### src/rtl/ptw_pkg.sv
package ptw_pkg;
  typedef enum logic [2:0] {
    ST_IDLE, ST_READ_REQ, ST_READ_WAIT, ST_CHECK, ST_CAS_REQ, ST_CAS_WAIT, ST_DONE
  } walk_state_e;

  typedef enum logic [1:0] {
    ACC_LOAD = 2'd0, ACC_STORE = 2'd1, ACC_FETCH = 2'd2, ACC_RSVD = 2'd3
  } acc_e;

  // entry flag positions (entry format, decoded by the walker)
  localparam int unsigned FLG_V = 0;
  localparam int unsigned FLG_R = 1;
  localparam int unsigned FLG_W = 2;
  localparam int unsigned FLG_X = 3;
  localparam int unsigned FLG_U = 4;
  localparam int unsigned FLG_A = 6;
  localparam int unsigned FLG_D = 7;
endpackage

### src/rtl/ptw_leaf_check.sv
module ptw_leaf_check
  import ptw_pkg::*;
#(
  parameter int PTE_W = 64
) (
  input  logic [PTE_W-1:0] pte,
  input  logic [1:0]       acc,
  input  logic             priv_s,
  input  logic             sum,
  input  logic             mxr,
  output logic             is_invalid,
  output logic             is_pointer,
  output logic             is_reserved,
  output logic             priv_fail,
  output logic             access_fail,
  output logic             need_upd,
  output logic [PTE_W-1:0] pte_upd,
  output logic             perm_r,
  output logic             perm_w,
  output logic             perm_x
);
  logic f_v, f_r, f_w, f_x, f_u, f_d, is_store, is_fetch;

  function automatic logic [PTE_W-1:0] f_mark(input logic [PTE_W-1:0] e, input logic st);
    logic [PTE_W-1:0] m;
    m = '0;
    m[FLG_A] = 1'b1;
    m[FLG_D] = st;
    return e | m;
  endfunction

  assign f_v = pte[FLG_V];
  assign f_r = pte[FLG_R];
  assign f_w = pte[FLG_W];
  assign f_x = pte[FLG_X];
  assign f_u = pte[FLG_U];
  assign f_d = pte[FLG_D];
  assign is_store = (acc == ACC_STORE);
  assign is_fetch = (acc == ACC_FETCH);

  assign is_invalid  = ~f_v;
  assign is_pointer  = f_v & ~f_r & ~f_w & ~f_x;
  assign is_reserved = f_w & ~f_r;
  assign priv_fail   = f_u ? (priv_s & (~sum | is_fetch)) : ~priv_s;

  always_comb begin
    case (acc)
      ACC_LOAD:  access_fail = ~(f_r | (f_x & mxr));
      ACC_STORE: access_fail = ~f_w;
      ACC_FETCH: access_fail = ~f_x;
      default:   access_fail = 1'b1;
    endcase
  end

  assign pte_upd  = f_mark(pte, is_store);
  assign need_upd = (pte_upd != pte);
  assign perm_r   = f_r | (f_x & mxr);
  assign perm_w   = f_w & (is_store | f_d);
  assign perm_x   = f_x;
endmodule

### src/rtl/ptw_addr_gen.sv
module ptw_addr_gen #(
  parameter int LEVELS  = 3,
  parameter int VPN_W   = 9,
  parameter int PGOFF_W = 12,
  parameter int PPN_W   = 44,
  parameter int PTE_W   = 64,
  parameter int VA_W    = 39,
  parameter int PA_W    = 56,
  parameter int LVL_W   = 2
) (
  input  logic [PPN_W-1:0] base_ppn,
  input  logic [VA_W-1:0]  va,
  input  logic [LVL_W-1:0] level,
  input  logic [PPN_W-1:0] leaf_ppn,
  output logic [PA_W-1:0]  pte_addr,
  output logic [PA_W-1:0]  phys_addr,
  output logic             misaligned
);
  localparam int ENTRY_SHIFT = $clog2(PTE_W / 8);

  logic [VPN_W-1:0] slice_tab [LEVELS];
  logic [PPN_W-1:0] mask_tab  [LEVELS];
  logic [VPN_W-1:0] slice_sel;
  logic [PPN_W-1:0] mask_sel;
  logic [PPN_W-1:0] vpn_ext;

  for (genvar g = 0; g < LEVELS; g++) begin : g_lvl
    assign slice_tab[g] = va[PGOFF_W + g*VPN_W +: VPN_W];
    assign mask_tab[g]  = ~({PPN_W{1'b1}} << (g*VPN_W));
  end

  function automatic logic [PA_W-1:0] f_entry_addr(input logic [PPN_W-1:0] b,
                                                   input logic [VPN_W-1:0] s);
    return {b, {PGOFF_W{1'b0}}} + (PA_W'(s) << ENTRY_SHIFT);
  endfunction

  function automatic logic [PA_W-1:0] f_join_pa(input logic [PPN_W-1:0] p,
                                                input logic [PPN_W-1:0] v,
                                                input logic [PPN_W-1:0] m,
                                                input logic [PGOFF_W-1:0] off);
    return {p | (v & m), off};
  endfunction

  assign slice_sel  = slice_tab[level];
  assign mask_sel   = mask_tab[level];
  assign vpn_ext    = PPN_W'(va[VA_W-1:PGOFF_W]);
  assign pte_addr   = f_entry_addr(base_ppn, slice_sel);
  assign phys_addr  = f_join_pa(leaf_ppn, vpn_ext, mask_sel, va[PGOFF_W-1:0]);
  assign misaligned = |(leaf_ppn & mask_sel);
endmodule

### src/rtl/pt_walker.sv
module pt_walker
  import ptw_pkg::*;
#(
  parameter int LEVELS  = 3,
  parameter int VPN_W   = 9,
  parameter int PGOFF_W = 12,
  parameter int PTE_W   = 64,
  parameter int PPN_LSB = 10,
  parameter int PPN_W   = 44,
  localparam int VA_W   = LEVELS * VPN_W + PGOFF_W,
  localparam int PA_W   = PPN_W + PGOFF_W,
  localparam int LVL_W  = $clog2(LEVELS)
) (
  input  logic             clk,
  input  logic             rst_n,
  input  logic             req_valid,
  output logic             req_ready,
  input  logic [VA_W-1:0]  req_va,
  input  logic [1:0]       req_acc,
  input  logic             req_priv_s,
  input  logic             req_sum,
  input  logic             req_mxr,
  input  logic [PPN_W-1:0] root_ppn,
  output logic             mem_req_valid,
  input  logic             mem_req_ready,
  output logic             mem_req_cas,
  output logic [PA_W-1:0]  mem_req_addr,
  output logic [PTE_W-1:0] mem_req_cmp,
  output logic [PTE_W-1:0] mem_req_swap,
  input  logic             mem_rsp_valid,
  input  logic [PTE_W-1:0] mem_rsp_data,
  input  logic             mem_rsp_ro,
  output logic             done,
  output logic             done_fault,
  output logic [PA_W-1:0]  done_pa,
  output logic             done_r,
  output logic             done_w,
  output logic             done_x
);
  localparam logic [LVL_W-1:0] TOP_LVL = LVL_W'(LEVELS - 1);

  walk_state_e      state;
  logic [LVL_W-1:0] level_q;
  logic [PPN_W-1:0] base_q, root_q;
  logic [VA_W-1:0]  va_q;
  logic [1:0]       acc_q;
  logic             priv_q, sum_q, mxr_q;
  logic [PTE_W-1:0] pte_q;
  logic             pte_ro_q;

  logic [PPN_W-1:0] pte_ppn;
  logic [PA_W-1:0]  pte_addr, phys_addr;
  logic             misaligned;
  logic             is_invalid, is_pointer, is_reserved, priv_fail, access_fail, need_upd;
  logic [PTE_W-1:0] pte_upd;
  logic             perm_r, perm_w, perm_x;

  // named internal events
  logic in_check, leaf_fault, ev_descend, ev_walk_fault, ev_leaf_ok;
  logic ev_cas_start, ev_cas_hit, ev_cas_miss, fin_ok;

  assign pte_ppn = pte_q[PPN_LSB +: PPN_W];

  ptw_addr_gen #(
    .LEVELS(LEVELS), .VPN_W(VPN_W), .PGOFF_W(PGOFF_W), .PPN_W(PPN_W),
    .PTE_W(PTE_W), .VA_W(VA_W), .PA_W(PA_W), .LVL_W(LVL_W)
  ) u_addr (
    .base_ppn(base_q), .va(va_q), .level(level_q), .leaf_ppn(pte_ppn),
    .pte_addr(pte_addr), .phys_addr(phys_addr), .misaligned(misaligned)
  );

  ptw_leaf_check #(.PTE_W(PTE_W)) u_leaf (
    .pte(pte_q), .acc(acc_q), .priv_s(priv_q), .sum(sum_q), .mxr(mxr_q),
    .is_invalid(is_invalid), .is_pointer(is_pointer), .is_reserved(is_reserved),
    .priv_fail(priv_fail), .access_fail(access_fail), .need_upd(need_upd),
    .pte_upd(pte_upd), .perm_r(perm_r), .perm_w(perm_w), .perm_x(perm_x)
  );

  assign in_check      = (state == ST_CHECK);
  assign leaf_fault    = is_reserved | priv_fail | misaligned | access_fail;
  assign ev_descend    = in_check & is_pointer & (level_q != '0);
  assign ev_walk_fault = in_check & (is_invalid | (is_pointer & (level_q == '0)) |
                         (~is_invalid & ~is_pointer & (leaf_fault | (need_upd & pte_ro_q))));
  assign ev_leaf_ok    = in_check & ~is_invalid & ~is_pointer & ~leaf_fault;
  assign ev_cas_start  = ev_leaf_ok & need_upd & ~pte_ro_q;
  assign ev_cas_hit    = (state == ST_CAS_WAIT) & mem_rsp_valid & (mem_rsp_data == pte_q);
  assign ev_cas_miss   = (state == ST_CAS_WAIT) & mem_rsp_valid & (mem_rsp_data != pte_q);
  assign fin_ok        = (ev_leaf_ok & ~need_upd) | ev_cas_hit;

  assign req_ready     = (state == ST_IDLE);
  assign mem_req_valid = (state == ST_READ_REQ) | (state == ST_CAS_REQ);
  assign mem_req_cas   = (state == ST_CAS_REQ);
  assign mem_req_addr  = pte_addr;
  assign mem_req_cmp   = pte_q;
  assign mem_req_swap  = pte_upd;
  assign done          = (state == ST_DONE);

  always_ff @(posedge clk or negedge rst_n) begin
    if (!rst_n) begin
      state      <= ST_IDLE;
      level_q    <= '0;
      base_q     <= '0;
      root_q     <= '0;
      va_q       <= '0;
      acc_q      <= '0;
      priv_q     <= 1'b0;
      sum_q      <= 1'b0;
      mxr_q      <= 1'b0;
      pte_q      <= '0;
      pte_ro_q   <= 1'b0;
      done_fault <= 1'b0;
      done_pa    <= '0;
      done_r     <= 1'b0;
      done_w     <= 1'b0;
      done_x     <= 1'b0;
    end else begin
      case (state)
        ST_IDLE: if (req_valid) begin
          va_q    <= req_va;
          acc_q   <= req_acc;
          priv_q  <= req_priv_s;
          sum_q   <= req_sum;
          mxr_q   <= req_mxr;
          root_q  <= root_ppn;
          base_q  <= root_ppn;
          level_q <= TOP_LVL;
          state   <= ST_READ_REQ;
        end
        ST_READ_REQ: if (mem_req_ready) state <= ST_READ_WAIT;
        ST_READ_WAIT: if (mem_rsp_valid) begin
          pte_q    <= mem_rsp_data;
          pte_ro_q <= mem_rsp_ro;
          state    <= ST_CHECK;
        end
        ST_CHECK: begin
          if (ev_descend) begin
            base_q  <= pte_ppn;
            level_q <= level_q - 1'b1;
            state   <= ST_READ_REQ;
          end else if (ev_cas_start) begin
            state <= ST_CAS_REQ;
          end else begin
            state <= ST_DONE;
          end
        end
        ST_CAS_REQ: if (mem_req_ready) state <= ST_CAS_WAIT;
        ST_CAS_WAIT: if (mem_rsp_valid) begin
          if (ev_cas_miss) begin
            base_q  <= root_q;
            level_q <= TOP_LVL;
            state   <= ST_READ_REQ;
          end else begin
            state <= ST_DONE;
          end
        end
        ST_DONE: state <= ST_IDLE;
        default: state <= ST_IDLE;
      endcase

      if (fin_ok) begin
        done_fault <= 1'b0;
        done_pa    <= phys_addr;
        done_r     <= perm_r;
        done_w     <= perm_w;
        done_x     <= perm_x;
      end else if (ev_walk_fault) begin
        done_fault <= 1'b1;
        done_pa    <= '0;
        done_r     <= 1'b0;
        done_w     <= 1'b0;
        done_x     <= 1'b0;
      end
    end
  end
endmodule

### config.mk
export PLATFORM = sky130hd
export DESIGN_NAME = pt_walker
export DESIGN_NICKNAME = d
export VERILOG_FILES = /design/src/rtl/ptw_pkg.sv /design/src/rtl/ptw_leaf_check.sv /design/src/rtl/ptw_addr_gen.sv /design/src/rtl/pt_walker.sv
export SDC_FILE = /design/constraint.sdc
export NUM_CORES = 1
export LEC_CHECK = 0
export BUFFER_PORTS_ARGS = -buffer_cell sky130_fd_sc_hd__buf_2
export CORE_ASPECT_RATIO = 1.25
export CORE_MARGIN = 1
export CORE_UTILIZATION = 35
export CTS_CLUSTER_DIAMETER = 60
export DETAILED_ROUTE_END_ITERATION = 8
export PLACE_DENSITY_LB_ADDON = 0.05
export SKIP_CTS_REPAIR_TIMING = 1
export SLEW_MARGIN = 20
export SYNTH_ARGS = -nofsm -noshare
export SYNTH_HDL_FRONTEND = slang
export SYNTH_SLANG_ARGS = --single-unit
### constraint.sdc
create_clock -name clk -period 4.1 [get_ports clk]
set_input_delay 0.41 -clock clk [delete_from_list [all_inputs] [get_ports clk]]
set_output_delay 0.41 -clock clk [all_outputs]
set_load 0.01 [all_outputs]
==> qor.log <==
[critical_path] Crit path arrival time 3.88 ns
[die] Rows 80
[synth] most used standard cell by instance count after synthesis sky130_fd_sc_hd__dfrtp_1
[synth] leading post-synthesis cells by cell area sky130_fd_sc_hd__dfrtp_1 (48%), sky130_fd_sc_hd__mux2_2 (13%), sky130_fd_sc_hd__a22o_1 (5.4%), sky130_fd_sc_hd__mux2i_1 (5.2%), sky130_fd_sc_hd__buf_4 (4.8%)
[die] effective utilization at floorplan 35.6%
[synth] primary flip-flop cell chosen by synthesis mapping sky130_fd_sc_hd__dfrtp_1
[sta] RSZ-0062 raised after global routing no
[critical_path] Worst Setup SP level_q[0]
[synth] Netlist cell types 44
[global_route] number of global-route vias before repair 10,300
[global_route] GRT overflow 0
[synth] yosys synthesis warning count 0
[cts] total CTS buffers 31
[synth] share of synthesized cell area in and, or, nand and nor gates 10.5%
[synth] average cell area after synthesis 11.1 um2
[global_route] global routing usage summed across all routing layers 23.2%
[die] Die H 223 um
[sta] headroom to the max-slew limit 37.4%
[detailed_routing] vias 10,700
[critical_path] number of cell instances on the worst register-to-register path 8
[detailed_routing] mean routed wirelength per cell 23.0 um
[detailed_routing] Antenna Nets Post-Route 0
[cts] H-tree levels 1
[synth] number of standard cells after synthesis 1,234
[sta] final number of max-transition violations 0
[sta] achievable clock frequency 297 MHz
[synth] share of synthesized cell area in full adder, half adder and majority cells 0.183%
[die] core footprint 38,300 um2
[synth] multiplexer area fraction after synthesis 17.8%
[synth] cell type with the highest aggregate area in the netlist sky130_fd_sc_hd__dfrtp_1
[global_route] maximum number of pins on one net before global-route repair 101
[cts] largest buffer count on any clock path 3
[critical_path] critical path class register to register
[global_route] antenna violations before repair 10
[synth] number of enable-type register cells in the synthesized netlist 0
[pwr] leak pwr 0.00734 uW
[finish] proportion of layout cells with a drive suffix above 1 41.2%
[global_route] wire length of the first global-routing pass 68.4 mm
[synth] dominant combinational cell family by area after synthesis multiplexers
[synth] part of the Yosys area used for sequential elements 48.0%
[finish] Area growth, synth to finish 20.6%
[flow_run] maximum capacitance violations 0
[sta] final period utilization 82.2%
[placed_design] DPL Wire Length 33.2 mm
[die] Horiz. Die Dim 179 um
[finish] filler cell count 3,782
[min_path] Worst Min Path Start req_va[31]
[sta] count of final hold-check violations 0
[sta] Post-Route Setup TNS 0 ns
[cts] number of clock sinks 262
[detailed_routing] Via-to-Cell Ratio 5.24
[critical_path] CP Data Required Time 4.61 ns
[cts] source-to-sink clock delay at the later pin of the worst-skew pair 0.58 ns
[critical_path] type of element capturing the critical path register
[sta] final hold slack 0.0590 ns
[synth] Seq cells post-synth 262
[sta] transition at the pin with the smallest max-transition slack 0.935 ns
[synth] share of the synthesized netlist area taken by xor and xnor gates 4.17%
[cts] clock-pin slew on the worst setup and hold paths 0.06 ns
[sta] setup skew after layout 0.00882 ns
[min_path] worst hold path type primary input to register
[die] Boundary Pins 406
[sta] Finish-stage setup viols 0
[synth] most numerous cell types in the synthesized netlist sky130_fd_sc_hd__dfrtp_1 (262), sky130_fd_sc_hd__mux2_2 (153), sky130_fd_sc_hd__nand3_1 (90)
[synth] proportion of synthesized flip-flops having asynchronous set or reset 100%
[synth] synthesized cell area 13,700 um2
[synth] post-synth top area share 48.0%
[pwr] Max IR drop VDD 0.363 mV
[critical_path] FF-to-FF Start level_q[0]
[die] area enclosed by the die boundary 39,800 um2
[critical_path] kind of start point of the critical path register
[detailed_routing] number of violations reported at the end of detailed-routing iteration 0 609
[pwr] power density normalized to cell area 802 nW/um2
[synth] post-synthesis compound-gate area fraction 11.1%
[cts] TritonCTS clock tree yes
[critical_path] CP Max Fanout 41
[status] result of the run finished clean
[sta] shortest period the worst path allows 3.37 ns
[detailed_routing] detailed-route wire length 46.7 mm
[detailed_routing] number of search-and-repair iterations in the first detailed-routing pass 5
[cts] clock root buffer master sky130_fd_sc_hd__clkbuf_16
[placed_design] Port-buffer cells 401
[detailed_routing] post-detailed-route DRC marker count 0
[finish] Final nets 1,678
[min_path] cell depth of the worst min-delay path 2
[placed_design] final estimated routing congestion in global placement 0.806
[cell families after synthesis]
kind of cell | after synthesis
mux | 224
compound gates | 227
fa+ha+maj | 2
flops | 262
xor+xnor | 65
other cells | 2
simple gates | 277
buf+inv | 175
[report_power, final]
part / internal [uW] / total (uW) / switching, uW / leakage, uW
Combinational: 2510 / 5380 / 2870 / 0.00363
Clock: 1620 / 2760 / 1140 / 0.000497
Sequential: 3630 / 5060 / 1430 / 0.00322
Total: 7760 / 13200 / 5450 / 0.00734
[layer usage]
layer / GRT usage (%) / share of wire (%) / vias to the layer above / routed length [um]
met2: 39.4 / 50 / 356 / 23400
li1: - / - / 4885 / -
met5: 0 / 0.11 / - / 53
met3: 4.28 / 5.8 / 46 / 2730
met4: 5.52 / 1.7 / 8 / 804
met1: 30.3 / 42 / 5366 / 19700
[cell usage in the layout, fill, tap and decap left out, types with 2 or more instances in the layout]
master	netlist	final
sky130_fd_sc_hd__diode_2	0	4
sky130_fd_sc_hd__nand4_1	19	19
sky130_fd_sc_hd__clkbuf_8	0	10
sky130_fd_sc_hd__nand2_1	35	34
sky130_fd_sc_hd__nor3b_1	2	2
sky130_fd_sc_hd__clkbuf_1	38	7
sky130_fd_sc_hd__dfrtp_1	262	262
sky130_fd_sc_hd__conb_1	2	4
sky130_fd_sc_hd__nor2b_1	2	2
sky130_fd_sc_hd__ha_1	2	2
sky130_fd_sc_hd__clkinv_2	0	4
sky130_fd_sc_hd__nand3b_1	2	2
sky130_fd_sc_hd__a21oi_1	67	67
sky130_fd_sc_hd__buf_2	23	400
sky130_fd_sc_hd__nand3_1	90	90
sky130_fd_sc_hd__o21ai_0	58	58
sky130_fd_sc_hd__buf_4	87	10
sky130_fd_sc_hd__a22o_1	84	84
sky130_fd_sc_hd__mux2_2	153	153
sky130_fd_sc_hd__nor4_1	3	3
sky130_fd_sc_hd__nor2_1	57	56
sky130_fd_sc_hd__inv_1	6	6
sky130_fd_sc_hd__nor3_1	6	5
sky130_fd_sc_hd__nand2b_1	49	49
sky130_fd_sc_hd__buf_12	0	6
sky130_fd_sc_hd__a31oi_1	6	6
sky130_fd_sc_hd__nor4_2	4	4
sky130_fd_sc_hd__mux2i_1	71	71
sky130_fd_sc_hd__clkbuf_16	0	31
sky130_fd_sc_hd__xnor2_1	65	65
sky130_fd_sc_hd__o21ai_4	1	2
[cell type report]
class / instances / area [um2] / area share, %
multi-input cells: 799 / 6030 / 36.6
clock inverters: 7 / 66.3 / 0.403
inverters: 6 / 22.5 / 0.137
clock buffers: 48 / 940 / 5.71
flip-flops and latches: 262 / 6560 / 39.8
repair buffers: 418 / 2220 / 13.5
diodes: 4 / 10.0 / 0.0608
well taps: 492 / 616 / 3.74
[state kept, by name (all words and copies together) (netlist names), 2 cells and up]
signal / count
base_q: 44
state: 3
acc_q: 2
root_q: 44
done_pa: 56
mem_req_cmp: 64
level_q: 2
va_q: 39
[final timing paths]
check                              endpoint  slack, ns
worst min-delay path               va_q[31]       0.06
min in group asynchronous          va_q[32]       0.44
worst max register to register  done_pa[31]       0.73
max in group asynchronous           va_q[9]       2.70
worst min register to register  done_pa[32]       0.49
worst max-delay path            done_pa[31]       0.73
[stage by stage]
step / std cells / power, uW / area [um2] / setup WS, ns / util (%)
global route: 2034 / 14100 / 16500 / 0.520 / 42.9
floorplan: 1236 / 8600 / 13700 / 2.03 / -
finish: 2036 / 13200 / 16500 / 0.731 / 42.9
CTS: 2031 / 13400 / 16400 / 0.745 / 42.9
global placement: 1976 / 10500 / 15400 / 0.891 / 40.3
detailed placement: 1976 / 10600 / 15400 / 0.773 / 40.3
[worst max-delay path, cell delays in order, from the launching register on]
cell and delay (ns):
sky130_fd_sc_hd__dfrtp_1 0.70, sky130_fd_sc_hd__inv_1 0.19, sky130_fd_sc_hd__ha_1 0.49, sky130_fd_sc_hd__inv_1 0.14, sky130_fd_sc_hd__a31oi_1 0.06, sky130_fd_sc_hd__a31oi_1 0.29
sky130_fd_sc_hd__a31o_2 0.54, sky130_fd_sc_hd__o211a_4 0.62, sky130_fd_sc_hd__a22o_1 0.22
No activity file was read; power rests on OpenSTA's default activity.
